--- src/rtl/sdram_mon_pkg.sv ---
// Shared command indices for the SDRAM command monitor.
// Assumes the one-hot strobe bit order below is fixed by the port contract.
package sdram_mon_pkg;
    typedef enum logic [2:0] {
        C_NOP = 3'd0,
        C_MRS = 3'd1,
        C_ACT = 3'd2,
        C_RD  = 3'd3,
        C_WR  = 3'd4,
        C_PRE = 3'd5,
        C_BST = 3'd6,
        C_REF = 3'd7
    } cmd_idx_e;
    localparam int CMD_N = 8;
endpackage

--- src/rtl/sdr_cmd_decode.sv ---
// Combinational command decoder: maps chip select and the three strobe
// pins to a one-hot command vector. Assumes pins are stable at the edge.
module sdr_cmd_decode
    import sdram_mon_pkg::*;
(
    input  logic             cs_n,
    input  logic             ras_n,
    input  logic             cas_n,
    input  logic             we_n,
    output logic [CMD_N-1:0] cmd_hot
);
    // Decode the strobe triple; deselect yields no command.
    always_comb begin
        cmd_hot = '0;
        if (!cs_n) begin
            case ({ras_n, cas_n, we_n})
                3'b111:  cmd_hot[C_NOP] = 1'b1;
                3'b000:  cmd_hot[C_MRS] = 1'b1;
                3'b011:  cmd_hot[C_ACT] = 1'b1;
                3'b101:  cmd_hot[C_RD]  = 1'b1;
                3'b100:  cmd_hot[C_WR]  = 1'b1;
                3'b010:  cmd_hot[C_PRE] = 1'b1;
                3'b110:  cmd_hot[C_BST] = 1'b1;
                default: cmd_hot[C_REF] = 1'b1;
            endcase
        end
    end
endmodule

--- src/rtl/sdr_bank_track.sv ---
// Per-bank state tracker: open flag, row register and precharge wait
// counter for each bank. Assumes one command per edge; ACTIVE to an open
// bank simply re-records the row.
module sdr_bank_track #(
    parameter int NUM_BANKS = 4,
    parameter int ADDR_W    = 11,
    parameter int AP_BIT    = 8,
    parameter int TRP       = 3
) (
    input  logic                        clk,
    input  logic                        rst_n,
    input  logic                        act,
    input  logic                        pre,
    input  logic                        rdwr,
    input  logic [$clog2(NUM_BANKS)-1:0] ba,
    input  logic [ADDR_W-1:0]           addr,
    output logic [NUM_BANKS-1:0]        bank_open,
    output logic [NUM_BANKS*ADDR_W-1:0] rows,
    output logic                        idle_hit,
    output logic                        rp_hit
);
    localparam int BAW = $clog2(NUM_BANKS);
    localparam int RPW = $clog2(TRP + 1);
    localparam logic [RPW-1:0] RP_LOAD = RPW'(TRP - 1);

    logic              pre_all;
    logic [NUM_BANKS-1:0] rp_busy;

    assign pre_all = addr[AP_BIT];

    for (genvar b = 0; b < NUM_BANKS; b++) begin : g_bank
        logic              open_q;
        logic [ADDR_W-1:0] row_q;
        logic [RPW-1:0]    rp_cnt;
        logic              sel, closing;

        assign sel     = (ba == BAW'(b));
        assign closing = pre && (pre_all || sel) && open_q;

        // Track open state and row for this bank.
        always_ff @(posedge clk) begin
            if (!rst_n) begin
                open_q <= 1'b0;
                row_q  <= '0;
            end else if (act && sel) begin
                open_q <= 1'b1;
                row_q  <= addr;
            end else if (closing) begin
                open_q <= 1'b0;
            end
        end

        // Count down the precharge recovery window after a real close.
        always_ff @(posedge clk) begin
            if (!rst_n)            rp_cnt <= '0;
            else if (closing)      rp_cnt <= RP_LOAD;
            else if (rp_cnt != '0) rp_cnt <= rp_cnt - 1'b1;
        end

        assign bank_open[b]              = open_q;
        assign rows[b*ADDR_W +: ADDR_W]  = row_q;
        assign rp_busy[b]                = (rp_cnt != '0);
    end

    assign idle_hit = rdwr && !bank_open[ba];
    assign rp_hit   = act && rp_busy[ba];


    pre_all_closes_chk: assert property (@(posedge clk) disable iff (!rst_n)
        $past(pre && pre_all) |-> (bank_open == '0));
endmodule

--- src/rtl/sdr_timing_guard.sv ---
// Device-wide timing guard: mode-load wait, burst length tracking and
// refresh interval watchdog. Assumes cmd_hot is one-hot or zero and that
// rd_ok says the addressed bank is open.
module sdr_timing_guard
    import sdram_mon_pkg::*;
#(
    parameter int TMRD      = 2,
    parameter int BURST_CYC = 4,
    parameter int REF_LIMIT = 3120
) (
    input  logic             clk,
    input  logic             rst_n,
    input  logic [CMD_N-1:0] cmd_hot,
    input  logic             rd_ok,
    input  logic             any_open,
    output logic             burst_active,
    output logic             mrd_hit,
    output logic             mrs_busy_hit,
    output logic             ref_hit
);
    localparam int MW  = $clog2(TMRD + 1);
    localparam int BW  = $clog2(BURST_CYC + 1);
    localparam int RFW = $clog2(REF_LIMIT + 1);
    localparam logic [MW-1:0]  MRD_LOAD = MW'(TMRD - 1);
    localparam logic [BW-1:0]  BST_LOAD = BW'(BURST_CYC);
    localparam logic [RFW-1:0] REF_LAST = RFW'(REF_LIMIT - 1);

    logic [MW-1:0]  mrd_cnt;
    logic [BW-1:0]  bst_cnt;
    logic           bst_is_rd;
    logic [RFW-1:0] ref_cnt;
    logic           exec, start;

    assign exec         = (|cmd_hot) && !cmd_hot[C_NOP];
    assign start        = (cmd_hot[C_RD] || cmd_hot[C_WR]) && rd_ok;
    assign mrd_hit      = exec && (mrd_cnt != '0);
    assign mrs_busy_hit = cmd_hot[C_MRS] && (any_open || burst_active);
    assign ref_hit      = !cmd_hot[C_REF] && (ref_cnt == REF_LAST);
    assign burst_active = (bst_cnt != '0);

    // Count down the wait after a mode load.
    always_ff @(posedge clk) begin
        if (!rst_n)               mrd_cnt <= '0;
        else if (cmd_hot[C_MRS])  mrd_cnt <= MRD_LOAD;
        else if (mrd_cnt != '0)   mrd_cnt <= mrd_cnt - 1'b1;
    end

    // Burst length counter with read-only early stop.
    always_ff @(posedge clk) begin
        if (!rst_n) begin
            bst_cnt   <= '0;
            bst_is_rd <= 1'b0;
        end else if (start) begin
            bst_cnt   <= BST_LOAD;
            bst_is_rd <= cmd_hot[C_RD];
        end else if (cmd_hot[C_BST] && bst_is_rd) begin
            bst_cnt   <= '0;
        end else if (bst_cnt != '0) begin
            bst_cnt   <= bst_cnt - 1'b1;
        end
    end

    // Edges since the last refresh, saturating at the limit.
    always_ff @(posedge clk) begin
        if (!rst_n)                 ref_cnt <= '0;
        else if (cmd_hot[C_REF])    ref_cnt <= '0;
        else if (ref_cnt != REF_LAST) ref_cnt <= ref_cnt + 1'b1;
    end


    burst_start_chk: assert property (@(posedge clk) disable iff (!rst_n)
        $rose(burst_active) |-> $past(cmd_hot[C_RD] || cmd_hot[C_WR]));

    write_no_stop_chk: assert property (@(posedge clk) disable iff (!rst_n)
        (burst_active && !bst_is_rd && cmd_hot[C_BST] && bst_cnt > BW'(1)) |=> burst_active);
endmodule

--- src/rtl/sdram_cmd_monitor.sv ---
// Top of the SDRAM command legality monitor. Registers the decoded command
// strobe, the mode value and the sticky error flags; bank and timing state
// live in the submodules. Assumes a single rank and one command per edge.
module sdram_cmd_monitor
    import sdram_mon_pkg::*;
#(
    parameter int NUM_BANKS = 4,
    parameter int ADDR_W    = 11,
    parameter int AP_BIT    = 8,
    parameter int TMRD      = 2,
    parameter int TRP       = 3,
    parameter int BURST_LEN = 8,
    parameter int CLK_MHZ   = 200,
    parameter int REF_NS    = 15600
) (
    input  logic                          clk,
    input  logic                          rst_n,
    input  logic                          err_clr,
    input  logic                          cs_n,
    input  logic                          ras_n,
    input  logic                          cas_n,
    input  logic                          we_n,
    input  logic [$clog2(NUM_BANKS)-1:0]  ba,
    input  logic [ADDR_W-1:0]             addr,
    output logic [CMD_N-1:0]              cmd_strobe,
    output logic [NUM_BANKS-1:0]          bank_open,
    output logic [NUM_BANKS*ADDR_W-1:0]   open_rows,
    output logic [ADDR_W-1:0]             mode_reg,
    output logic                          burst_active,
    output logic                          err_idle_access,
    output logic                          err_mrs_busy,
    output logic                          err_mrd_window,
    output logic                          err_rp_window,
    output logic                          err_refresh_late
);
    localparam int BURST_CYC = BURST_LEN / 2;
    localparam int REF_LIMIT = REF_NS * CLK_MHZ / 1000;
    localparam int NERR      = 5;

    logic [CMD_N-1:0] cmd_hot;
    logic idle_hit, rp_hit, mrd_hit, mrs_hit, ref_hit;
    logic [NERR-1:0] err_q, err_new;

    sdr_cmd_decode u_dec (
        .cs_n(cs_n), .ras_n(ras_n), .cas_n(cas_n), .we_n(we_n), .cmd_hot(cmd_hot)
    );

    sdr_bank_track #(
        .NUM_BANKS(NUM_BANKS), .ADDR_W(ADDR_W), .AP_BIT(AP_BIT), .TRP(TRP)
    ) u_banks (
        .clk(clk), .rst_n(rst_n),
        .act(cmd_hot[C_ACT]), .pre(cmd_hot[C_PRE]),
        .rdwr(cmd_hot[C_RD] || cmd_hot[C_WR]),
        .ba(ba), .addr(addr),
        .bank_open(bank_open), .rows(open_rows),
        .idle_hit(idle_hit), .rp_hit(rp_hit)
    );

    sdr_timing_guard #(
        .TMRD(TMRD), .BURST_CYC(BURST_CYC), .REF_LIMIT(REF_LIMIT)
    ) u_guard (
        .clk(clk), .rst_n(rst_n), .cmd_hot(cmd_hot),
        .rd_ok(bank_open[ba]), .any_open(|bank_open),
        .burst_active(burst_active), .mrd_hit(mrd_hit),
        .mrs_busy_hit(mrs_hit), .ref_hit(ref_hit)
    );

    assign err_new = {ref_hit, rp_hit, mrd_hit, mrs_hit, idle_hit};

    // Register the decoded command strobe for one cycle.
    always_ff @(posedge clk) begin
        if (!rst_n) cmd_strobe <= '0;
        else        cmd_strobe <= cmd_hot;
    end

    // Latch the address bus on every mode load.
    always_ff @(posedge clk) begin
        if (!rst_n)              mode_reg <= '0;
        else if (cmd_hot[C_MRS]) mode_reg <= addr;
    end

    // Sticky error flags: clear on request, new violations win.
    always_ff @(posedge clk) begin
        if (!rst_n) err_q <= '0;
        else        err_q <= (err_q & {NERR{!err_clr}}) | err_new;
    end

    assign {err_refresh_late, err_rp_window, err_mrd_window, err_mrs_busy, err_idle_access} = err_q;


    strobe_onehot_chk: assert property (@(posedge clk) disable iff (!rst_n)
        $onehot0(cmd_strobe));

    strobe_needs_cs_chk: assert property (@(posedge clk) disable iff (!rst_n)
        (|cmd_strobe) |-> !$past(cs_n));

    err_sticky_chk: assert property (@(posedge clk) disable iff (!rst_n)
        !err_clr |=> ((err_q & $past(err_q)) == $past(err_q)));
endmodule

--- config.mk ---
export PLATFORM = sky130hd
export DESIGN_NAME = sdram_cmd_monitor
export DESIGN_NICKNAME = d
export VERILOG_FILES = /design/src/rtl/sdram_mon_pkg.sv /design/src/rtl/sdr_cmd_decode.sv /design/src/rtl/sdr_bank_track.sv /design/src/rtl/sdr_timing_guard.sv /design/src/rtl/sdram_cmd_monitor.sv
export SDC_FILE = /design/constraint.sdc
export NUM_CORES = 1
export LEC_CHECK = 0
export ABC_AREA = 1
export BUFFER_PORTS_ARGS = -buffer_cell sky130_fd_sc_hd__buf_2
export CAP_MARGIN = 20
export CORE_MARGIN = 2
export CORE_UTILIZATION = 50
export CTS_BUF_LIST = sky130_fd_sc_hd__clkbuf_4 sky130_fd_sc_hd__clkbuf_8
export CTS_CLUSTER_DIAMETER = 80
export DETAILED_ROUTE_END_ITERATION = 6
export PLACE_DENSITY = 0.75
export RECOVER_POWER = 100
export SYNTH_ARGS = -nofsm -noshare
export SYNTH_HDL_FRONTEND = slang
export SYNTH_SLANG_ARGS = --single-unit
--- constraint.sdc ---
create_clock -name clk -period 3.2 [get_ports clk]
set_clock_uncertainty 0.1 [all_clocks]
set_input_delay 0.32 -clock clk [delete_from_list [all_inputs] [get_ports clk]]
set_output_delay 0.32 -clock clk [all_outputs]
set_load 0.01 [all_outputs]
Word level (Yosys, flattened, before mapping)
Cells that the tools add are included.

word-level totals
  input bits = 20
  bits in registers = 98
  word-level logic and storage cells = 139
  output and inout port bits = 73

operators by class
  equal/unequal tests = 11
  $lt $le $gt $ge = 1
  multiplexer cells = 34
  add/sub/neg operators = 7
  bitwise operators = 3
  reductions and logical operators = 58

operators by type and width
  kind                                                                    number
  2-bit nonzero test                                                      14
  1-bit logical AND                                                       20
  1-bit 2-to-1 mux                                                        20
  2-bit 2-to-1 mux                                                        8
  12-bit by 1-bit adder with 12-bit output (second input constant)        1
  12-bit equality test (second input constant)                            1
  3-bit equality test (second input constant)                             4
  12-bit inequality test (second input constant)                          1
  2-bit OR reduction                                                      6
  2-bit by 1-bit subtractor with 2-bit output (second input constant)     5
  3-bit 2-to-1 mux                                                        3
  8-bit 2-to-1 mux                                                        1
  8-bit OR reduction                                                      1
  7-bit OR reduction                                                      1
  3-bit by 2-bit equality test with 1-bit output (second input constant)  2
  1-bit logical OR                                                        6
  3-bit nonzero test                                                      2
  5-bit AND                                                               1
  5-bit OR                                                                1
  1-bit binary-select mux with 2-bit select                               2
  2-bit equality test (second input constant)                             2
  1-bit logical NOT                                                       4
  4-bit OR reduction                                                      1
  3-bit logical NOT                                                       1
  other kinds (6)                                                         6

Longest topological paths before layout
Gate-level depths: netlist of the first run.

  depth after elaboration = 8
  depth in mapped cells = 8
  gate-level depth less buffers = 8

Modules after synthesis
A second synthesis of the first run with hierarchy kept.

second synthesis, totals
  cell total of the unflattened synthesis = 550
  area, all modules = 4055.1 um^2

by module, submodules not included
  module             cells an instance  area each (um^2)  sequential area each (um^2)  instances
  sdr_bank_track     285                2179.6            1121.1                       1
  sdr_timing_guard   142                974.7             360.3                        1
  sdram_cmd_monitor  105                833.3             480.5                        1
  sdr_cmd_decode     18                 67.6              0.0                          1

Worst setup path before layout of the first run
Ideal clock, no wire load.

  kind = flip-flop to flip-flop
  start = register u_guard.ref_cnt[0]
  end = register u_guard.ref_cnt[4]
  path buffers = 0
  required time = 2.984 ns
  path slack = 1.887 ns
  clock period less this slack = 1.313 ns
  cell stages (with the launch flop) = 7
  data arrival time = 1.097 ns
  setup time = 0.116 ns
  cells stage by stage = dfxtp_1 -> ha_1 -> nand3_1 -> nor2_1 -> nand2_1 -> o21ai_0 -> nor2_1

between the ends
  word-level cells in the longest chain between the ends = 1
  elaborated cells on any way between the ends = 2
  classes of those cells = add/sub (1); eq/ne (1)

RTL lines
  item                                                                                       line                    RTL
  start: declaration                                                                         sdr_timing_guard.sv:31  logic [RFW-1:0] ref_cnt;
  start signal: assignment                                                                   sdr_timing_guard.sv:67  else if (ref_cnt != REF_LAST) ref_cnt <= ref_cnt + 1'b1;
  12-bit by 1-bit adder with 12-bit output / 12-bit inequality test (equally long branches)  sdr_timing_guard.sv:67

Several ways; a longest one is shown, not always the timed one.
A chain may end at the register's enable or synchronous reset.

Worst setup path after layout of the first run
  start = input ras_n
  end = register u_banks.g_bank[2].row_q[0]

between the ends
  word-level cells in the longest chain between the ends = 4

RTL lines
  item                                            line                     RTL
  start: declaration                              sdram_cmd_monitor.sv:20  input logic ras_n,
  3-bit by 2-bit equality test with 1-bit output  sdr_cmd_decode.sv:16     case ({ras_n, cas_n, we_n})
  1-bit 2-to-1 mux                                sdr_cmd_decode.sv:16
  8-bit 2-to-1 mux                                sdr_cmd_decode.sv:15     if (!cs_n) begin
  1-bit logical AND                               sdr_bank_track.sv:45     end else if (act && sel) begin
  end signal: assignment                          sdr_bank_track.sv:47     row_q <= addr;
  end: declaration                                sdr_bank_track.sv:33     logic [ADDR_W-1:0] row_q;

No other way between the ends.

==> results of run 1 <==
[cells in the mapped netlist]
| cell type | number |
|---|---|
| nor2_1 | 47 |
| buf_6 | 1 |
| nor3_1 | 2 |
| o21ai_0 | 13 |
| nor2_2 | 3 |
| a31oi_1 | 3 |
| ha_1 | 4 |
| buf_2 | 11 |
| buf_8 | 5 |
| inv_2 | 3 |
| nand3_1 | 74 |
| nand4_1 | 6 |
| dfxtp_1 | 98 |
| nor2_4 | 1 |
| nand3b_1 | 2 |
| xnor2_1 | 2 |
| nand2_1 | 134 |
| nand2_2 | 3 |
| buf_4 | 4 |
| inv_1 | 28 |
| a21oi_2 | 1 |
| xor2_1 | 2 |
| a21oi_1 | 60 |
| clkbuf_1 | 7 |
[critical path, stage by stage]
cell and delay (ns):
clkbuf_1 0.09, inv_1 0.11, nand2_1 0.11, nor2_1 0.84, clkbuf_2 0.65, nand3_1 0.17
a21oi_1 0.19
[routing by layer]
metal / part of all wire [%] / vias to the layer above / GRT usage, %
met3: 6.3 / 12 / 4.88
met4: 1.3 / 0 / 8.08
li1: - / 1830 / -
met2: 49 / 98 / 37.0
met5: 0 / - / 0
met1: 44 / 1716 / 29.4
[stage by stage]
stage	total power (W)	worst slack (ns)	area, um2
6_report	0.00240	0.865	4410
2_1_floorplan	0.00151	1.89	3920
4_1_cts	0.00242	1.40	4530
5_1_grt	0.00251	0.652	4410
3_5_place_dp	0.00161	1.07	4320
3_3_place_gp	0.00159	1.16	4320
[kinds of logic (layout without fill, tap and decap cells)]
| group | count (synthesis) | count (layout) | share of synthesized area [%] |
|---|---|---|---|
| AOI/OAI and AO/OA | 77 | 77 | 10.0 |
| adders and majority gates | 4 | 4 | 1.28 |
| DFF | 98 | 98 | 50.1 |
| buffers and inverters | 59 | 141 | 8.02 |
| xor gates and xnor gates | 4 | 4 | 0.895 |
| and+or+nand+nor | 272 | 272 | 29.7 |
[path summary, 6_finish.rpt]
path	startpoint	endpoint	slack, ns	cells past startpoint
max	ras_n	u_banks.g_bank[2].row_q[0]	0.87	7
min	we_n	cmd_strobe[4]	0.08	2
max reg2reg	u_guard.ref_cnt[0]	u_guard.ref_cnt[4]	1.64	6
min reg2reg	u_banks.g_bank[1].row_q[4]	u_banks.g_bank[1].row_q[4]	0.37	2
[cell usage in the layout, fill, tap and decap left out]
master,n
nand2_1,135
dfxtp_1,98
clkbuf_1,76
nand3_1,74
a21oi_1,61
nor2_1,49
inv_1,30
buf_2,16
o21ai_0,13
clkbuf_8,9
nand4_1,6
ha_1,4
a31oi_1,3
nand2_2,2
nor2_2,2
nand3b_1,2
xnor2_1,2
xor2_1,2
nor3_1,2
inv_6,2
clkinv_4,2
clkbuf_2,2
inv_2,1
bufinv_16,1
clkinvlp_4,1
inv_8,1
[power groups by stage]
stage	combinational (W)	clock [W]	sequential (W)
global placement	0.000277	0	0.00131
floorplan	0.000201	0	0.00131
global route	0.000326	0.000895	0.00129
CTS	0.000297	0.000842	0.00128
detailed placement	0.000296	0	0.00131
finish	0.000288	0.000825	0.00128
[area by class of cell]
type | instances | area (um2)
Clock buffer | 9 | 124
Clock inverter | 7 | 83.8
Fill cell | 750 | 3240
Inverter | 31 | 116
Multi-Input combinational cell | 357 | 1620
Sequential cell | 98 | 1960
Tap cell | 102 | 128
Timing Repair Buffer | 94 | 375
==> flow_metrics.env, run 1 <==
export IMPL_synth_seq_area_share_pct=50.1
export IMPL_fp_dieH_um=92.5
export IMPL_syn_cell_area_um2=3920
export IMPL_num_io_pins=93
export IMPL_drt_drc_violations_left=0
export IMPL_grt_pass1_vias=3276
export IMPL_fmax_mhz=428
export IMPL_yosysTopAreaCell="dfxtp_1"
export IMPL_postSynthCellCount=514
export IMPL_cts_hold_buffers=0
export IMPL_clk_latency_ns=0.36
export IMPL_syn_nets=538
export IMPL_final_util_pct=57.7
export IMPL_netlist_top_cells_area="dfxtp_1 50%, nand2_1 13%, nand3_1 9.5%"
export IMPL_cp_max_fo=33
export IMPL_cp_start_kind="input port"
export IMPL_path_clk_slew_ns=0.10
export IMPL_rsz0062_at_grt="false"
export IMPL_dp_cells=682
export IMPL_required_ns=3.37
export IMPL_status="finished, final reports clean"
export IMPL_cts_buffer_depth=2
export IMPL_grt_pass1_wl_mm=15.5
export IMPL_first_iter_violations=173
export IMPL_io_buffers=92
export IMPL_viasPerCell=5.24
export IMPL_ys_seq_elements=98
export IMPL_hpwl_mm=6.76
export IMPL_syn_to_final_growth_pct=12.7
export IMPL_num_vias=3656
export IMPL_slew_viol_final=0
export IMPL_ys_warn_count=0
export IMPL_hold_violations=0
export IMPL_tns_ns=0
export IMPL_critPathArrivalTime_ns=2.50
export IMPL_post_cts_setup_buffer_count=0
export IMPL_synth_top_area_share_pct=50.1
export IMPL_n_antenna_cell=0
export IMPL_power_frac_seq_pct=53.6
export IMPL_tightest_slew_ns=1.15
export IMPL_power_frac_comb_pct=12.0
export IMPL_die_x_um=92.5
export IMPL_cts_tree="done"
export IMPL_synth_cell_type_count=24
export IMPL_maxCapViolations=0
export IMPL_cts_made_buffers=9
export IMPL_wirelength_mm=9.57
export IMPL_cts_sinks=98
export IMPL_power_frac_clock_pct=34.4
export IMPL_cellLeakagePower_nw=1.67
export IMPL_period_share_pct=73.0
export IMPL_synth_area_per_cell_um2=7.62
export IMPL_wl_per_cell_um=13.7
export IMPL_worstSetupEndpointType="register"
export IMPL_min_period_ns=2.33
export IMPL_power_density_nw_per_um2=543
export IMPL_cts_root_buf="clkbuf_8"
export IMPL_grt_max_degree=59
export IMPL_grtUsageTotal_pct=22.6
export IMPL_intPower_w=0.00173
export IMPL_setup_violations=0
export IMPL_largest_reg_flops=44
export IMPL_coreArea_um2=7650
export IMPL_num_nets_final=615
export IMPL_firstDrtPassIters=5
export IMPL_grt_overflow=0
export IMPL_die_area_um2=8550
export IMPL_sw_frac_of_total_pct=27.8
export IMPL_htreeDepth=3
export IMPL_holdWs_ns=0.0770
export IMPL_ant_nets=0
export IMPL_globalplace_congestion=0.857
export IMPL_drive_above_1_share_pct=6.54
export IMPL_switchingPower_w=0.000666
export IMPL_fin_cells=698
export IMPL_worstHoldPathType="in -> reg"
export IMPL_relSlewSlack_pct=23.6
export IMPL_initial_core_util_pct=51.2
export IMPL_rows=32
export IMPL_antenna_found_initial=0
export IMPL_cts_resized=0
export IMPL_ir_drop_mv=0.268
export IMPL_critPathKind="in -> reg"
Note: power is estimated with default switching activity, not from simulation.
==> inputs of run 2 (changes only) <==
- ABC_AREA: 1 -> 0
- PLACE_DENSITY: 0.75 -> 0.78
- clock period: 3.2 -> 2.1 ns (I/O delays scaled with it)
==> flow_metrics.env, run 2 <==
export IMPL_ant_nets=0
export IMPL_reg2regPathDepth=5
export IMPL_drt_drc_violations_left=0
export IMPL_die_area_um2=8690
export IMPL_ff_latch_area_um2=1960
export IMPL_num_io_pins=93
export IMPL_netlist_top_cells_area="dfxtp_1 49%, mux2i_1 8.8%, nor2b_1 6.1%"
export IMPL_io_buffers=92
export IMPL_worstHoldPathType="in -> reg"
export IMPL_ys_seq_elements=98
export IMPL_grt_pass1_wl_mm=14.4
export IMPL_globalplace_congestion=0.851
export IMPL_postSynthCellCount=416
export IMPL_cts_tree="done"
export IMPL_syn_cell_area_um2=3980
export IMPL_grt_overflow=0
export IMPL_rsz0062_at_grt="false"
export IMPL_post_synth_top_count_cell="dfxtp_1"
export IMPL_r2r_end="u_guard.ref_cnt[2]"
export IMPL_dp_cells=591
export IMPL_stdcell_area_um2=4590
export IMPL_cts_resized=0
export IMPL_period_share_pct=86.4
export IMPL_post_cts_setup_buffer_count=0
export IMPL_required_ns=1.79
export IMPL_htreeDepth=3
export IMPL_critical_path_startpoint="u_guard.bst_cnt[0]"
export IMPL_min_period_ns=1.82
export IMPL_yosysTopAreaCell="dfxtp_1"
export IMPL_synth_top_area_share_pct=49.3
export IMPL_slew_viol_final=0
export IMPL_critPathKind="reg -> out"
export IMPL_setup_violations=0
export IMPL_wl_per_cell_um=14.6
export IMPL_critPathArrivalTime_ns=1.51
export IMPL_r2r_setup_slack_ns=0.35
export IMPL_layout_common_cells="98 x dfxtp_1, 76 x clkbuf_1, 52 x nand2_1, 39 x nor2b_1, 35 x mux2i_1"
export IMPL_n_antenna_cell=0
export IMPL_coreArea_um2=7730
export IMPL_drive_above_1_share_pct=9.11
export IMPL_viasPerCell=5.24
export IMPL_cts_root_buf="clkbuf_8"
export IMPL_synth_seq_area_share_pct=49.3
export IMPL_antenna_found_initial=0
export IMPL_multiInputGateArea_um2=1850
export IMPL_clk_latency_ns=0.36
export IMPL_path_clk_slew_ns=0.10
export IMPL_maxCapViolations=0
export IMPL_power_density_nw_per_um2=767
export IMPL_hpwl_mm=6.22
export IMPL_cts_made_buffers=9
export IMPL_synth_cell_type_count=43
export IMPL_total_power_w=0.00352
export IMPL_wirelength_mm=8.84
export IMPL_placed_cell_area_um2=4530
export IMPL_largest_reg_flops=44
export IMPL_worstSetupEndpointType="output pin"
export IMPL_tightest_slew_ns=0.875
export IMPL_syn_nets=440
export IMPL_die_x_um=93.2
export IMPL_fin_cells=607
export IMPL_cp_max_fo=5
export IMPL_grtUsageTotal_pct=20.9
export IMPL_ir_drop_mv=0.305
export IMPL_firstDrtPassIters=4
export IMPL_timing_rr_start="u_guard.ref_cnt[0]"
export IMPL_first_iter_violations=157
export IMPL_yosys_top_cells_count="98 x dfxtp_1, 52 x nand2_1, 39 x nor2b_1"
export IMPL_cts_buffer_depth=2
export IMPL_relSlewSlack_pct=41.7
export IMPL_syn_to_final_growth_pct=15.4
export IMPL_tns_ns=0
export IMPL_synth_edf_count=0
export IMPL_synth_area_per_cell_um2=9.56
export IMPL_num_nets_final=524
export IMPL_cp_start_kind="register"
export IMPL_layout_commonest_cell="dfxtp_1"
export IMPL_fp_dieH_um=93.2
export IMPL_hold_violations=0
export IMPL_initial_core_util_pct=51.5
export IMPL_synth_ff_type="dfxtp_1"
export IMPL_cts_sinks=98
export IMPL_ys_async_sr_fraction_pct=0
export IMPL_rows=32
export IMPL_fmax_mhz=551
export IMPL_fillers=709
export IMPL_ys_warn_count=0
export IMPL_crit_end="burst_active"
export IMPL_grt_pass1_vias=2994
export IMPL_num_vias=3183
export IMPL_status="finished, final reports clean"
export IMPL_grt_max_degree=42
export IMPL_cellLeakagePower_nw=1.66
export IMPL_cts_hold_buffers=0
## run 2: cell types whose count changed in the layout (fill, tap and decap cells not counted), moves of 29 or more
cell,delta
a21oi_1,-53
nand2_1,-83
a21boi_0,+30
mux2i_1,+35
nor2b_1,+39
nor2_1,-29
nand3_1,-56
## run 2: logic make-up after synthesis
kind of cell / count (synthesis) / synth area share [%]
AOI/OAI and AO/OA: 61 / 10.6
xor gates and xnor gates: 11 / 2.42
buffers and inverters: 37 / 4.31
DFF: 98 / 49.3
muxes: 36 / 9.37
adders and majority gates: 4 / 1.26
and+or+nand+nor: 169 / 22.7
## run 2: metrics by stage
step / setup slack [ns] / hold WS, ns / utilization (%)
after global routing: 0.207 / 0.0462 / 59.4
after CTS: 0.271 / 0.0331 / 60.9
after floorplan: 0.494 / 0.245 / -
after detailed placement: 0.354 / 0.351 / 58.6
after global placement: 0.422 / 0.340 / 58.6
final: 0.285 / 0.0499 / 59.4
## run 2: metal layers
metal | GRT usage [%] | part of all wire, %
met4 | 5.02 | 1.1
met3 | 7.49 | 7.2
met2 | 33.8 | 46
met1 | 26.8 | 46
met5 | 0 | 0
## run 2: worst min-delay path by stage
stage / from / end / slack (ns) / cells after the start
detailed placement: mode_reg[9] / mode_reg[9] / 0.35 / 2
floorplan: addr[4] / mode_reg[4] / 0.24 / 2
global route: addr[7] / mode_reg[7] / 0.05 / 3
CTS: addr[0] / mode_reg[0] / 0.03 / 3
global placement: mode_reg[4] / mode_reg[4] / 0.34 / 2
finish: addr[0] / mode_reg[0] / 0.05 / 3
## run 2: area by class of cell
type,instances,area share (%)
tap,102,2.78
clock inverter,5,0.844
clock buffer,11,3.02
inverter,9,0.735
sequential,98,42.7
multi-input combinational,281,40.3
timing repair buffer,101,9.59
## run 2: critical path, cell delays in order (launching register included)
cell and delay [ns]:
dfxtp_1 0.30, inv_1 0.10, ha_1 0.18, nor2b_1 0.36, inv_1 0.08, clkbuf_1 0.14
## run 2: power breakdown
group / switching (W) / total (W) / internal (W)
combinational: 0.000252 / 0.000442 / 0.000190
clock: 0.000655 / 0.00112 / 0.000465
sequential: 0.0000361 / 0.00196 / 0.00192
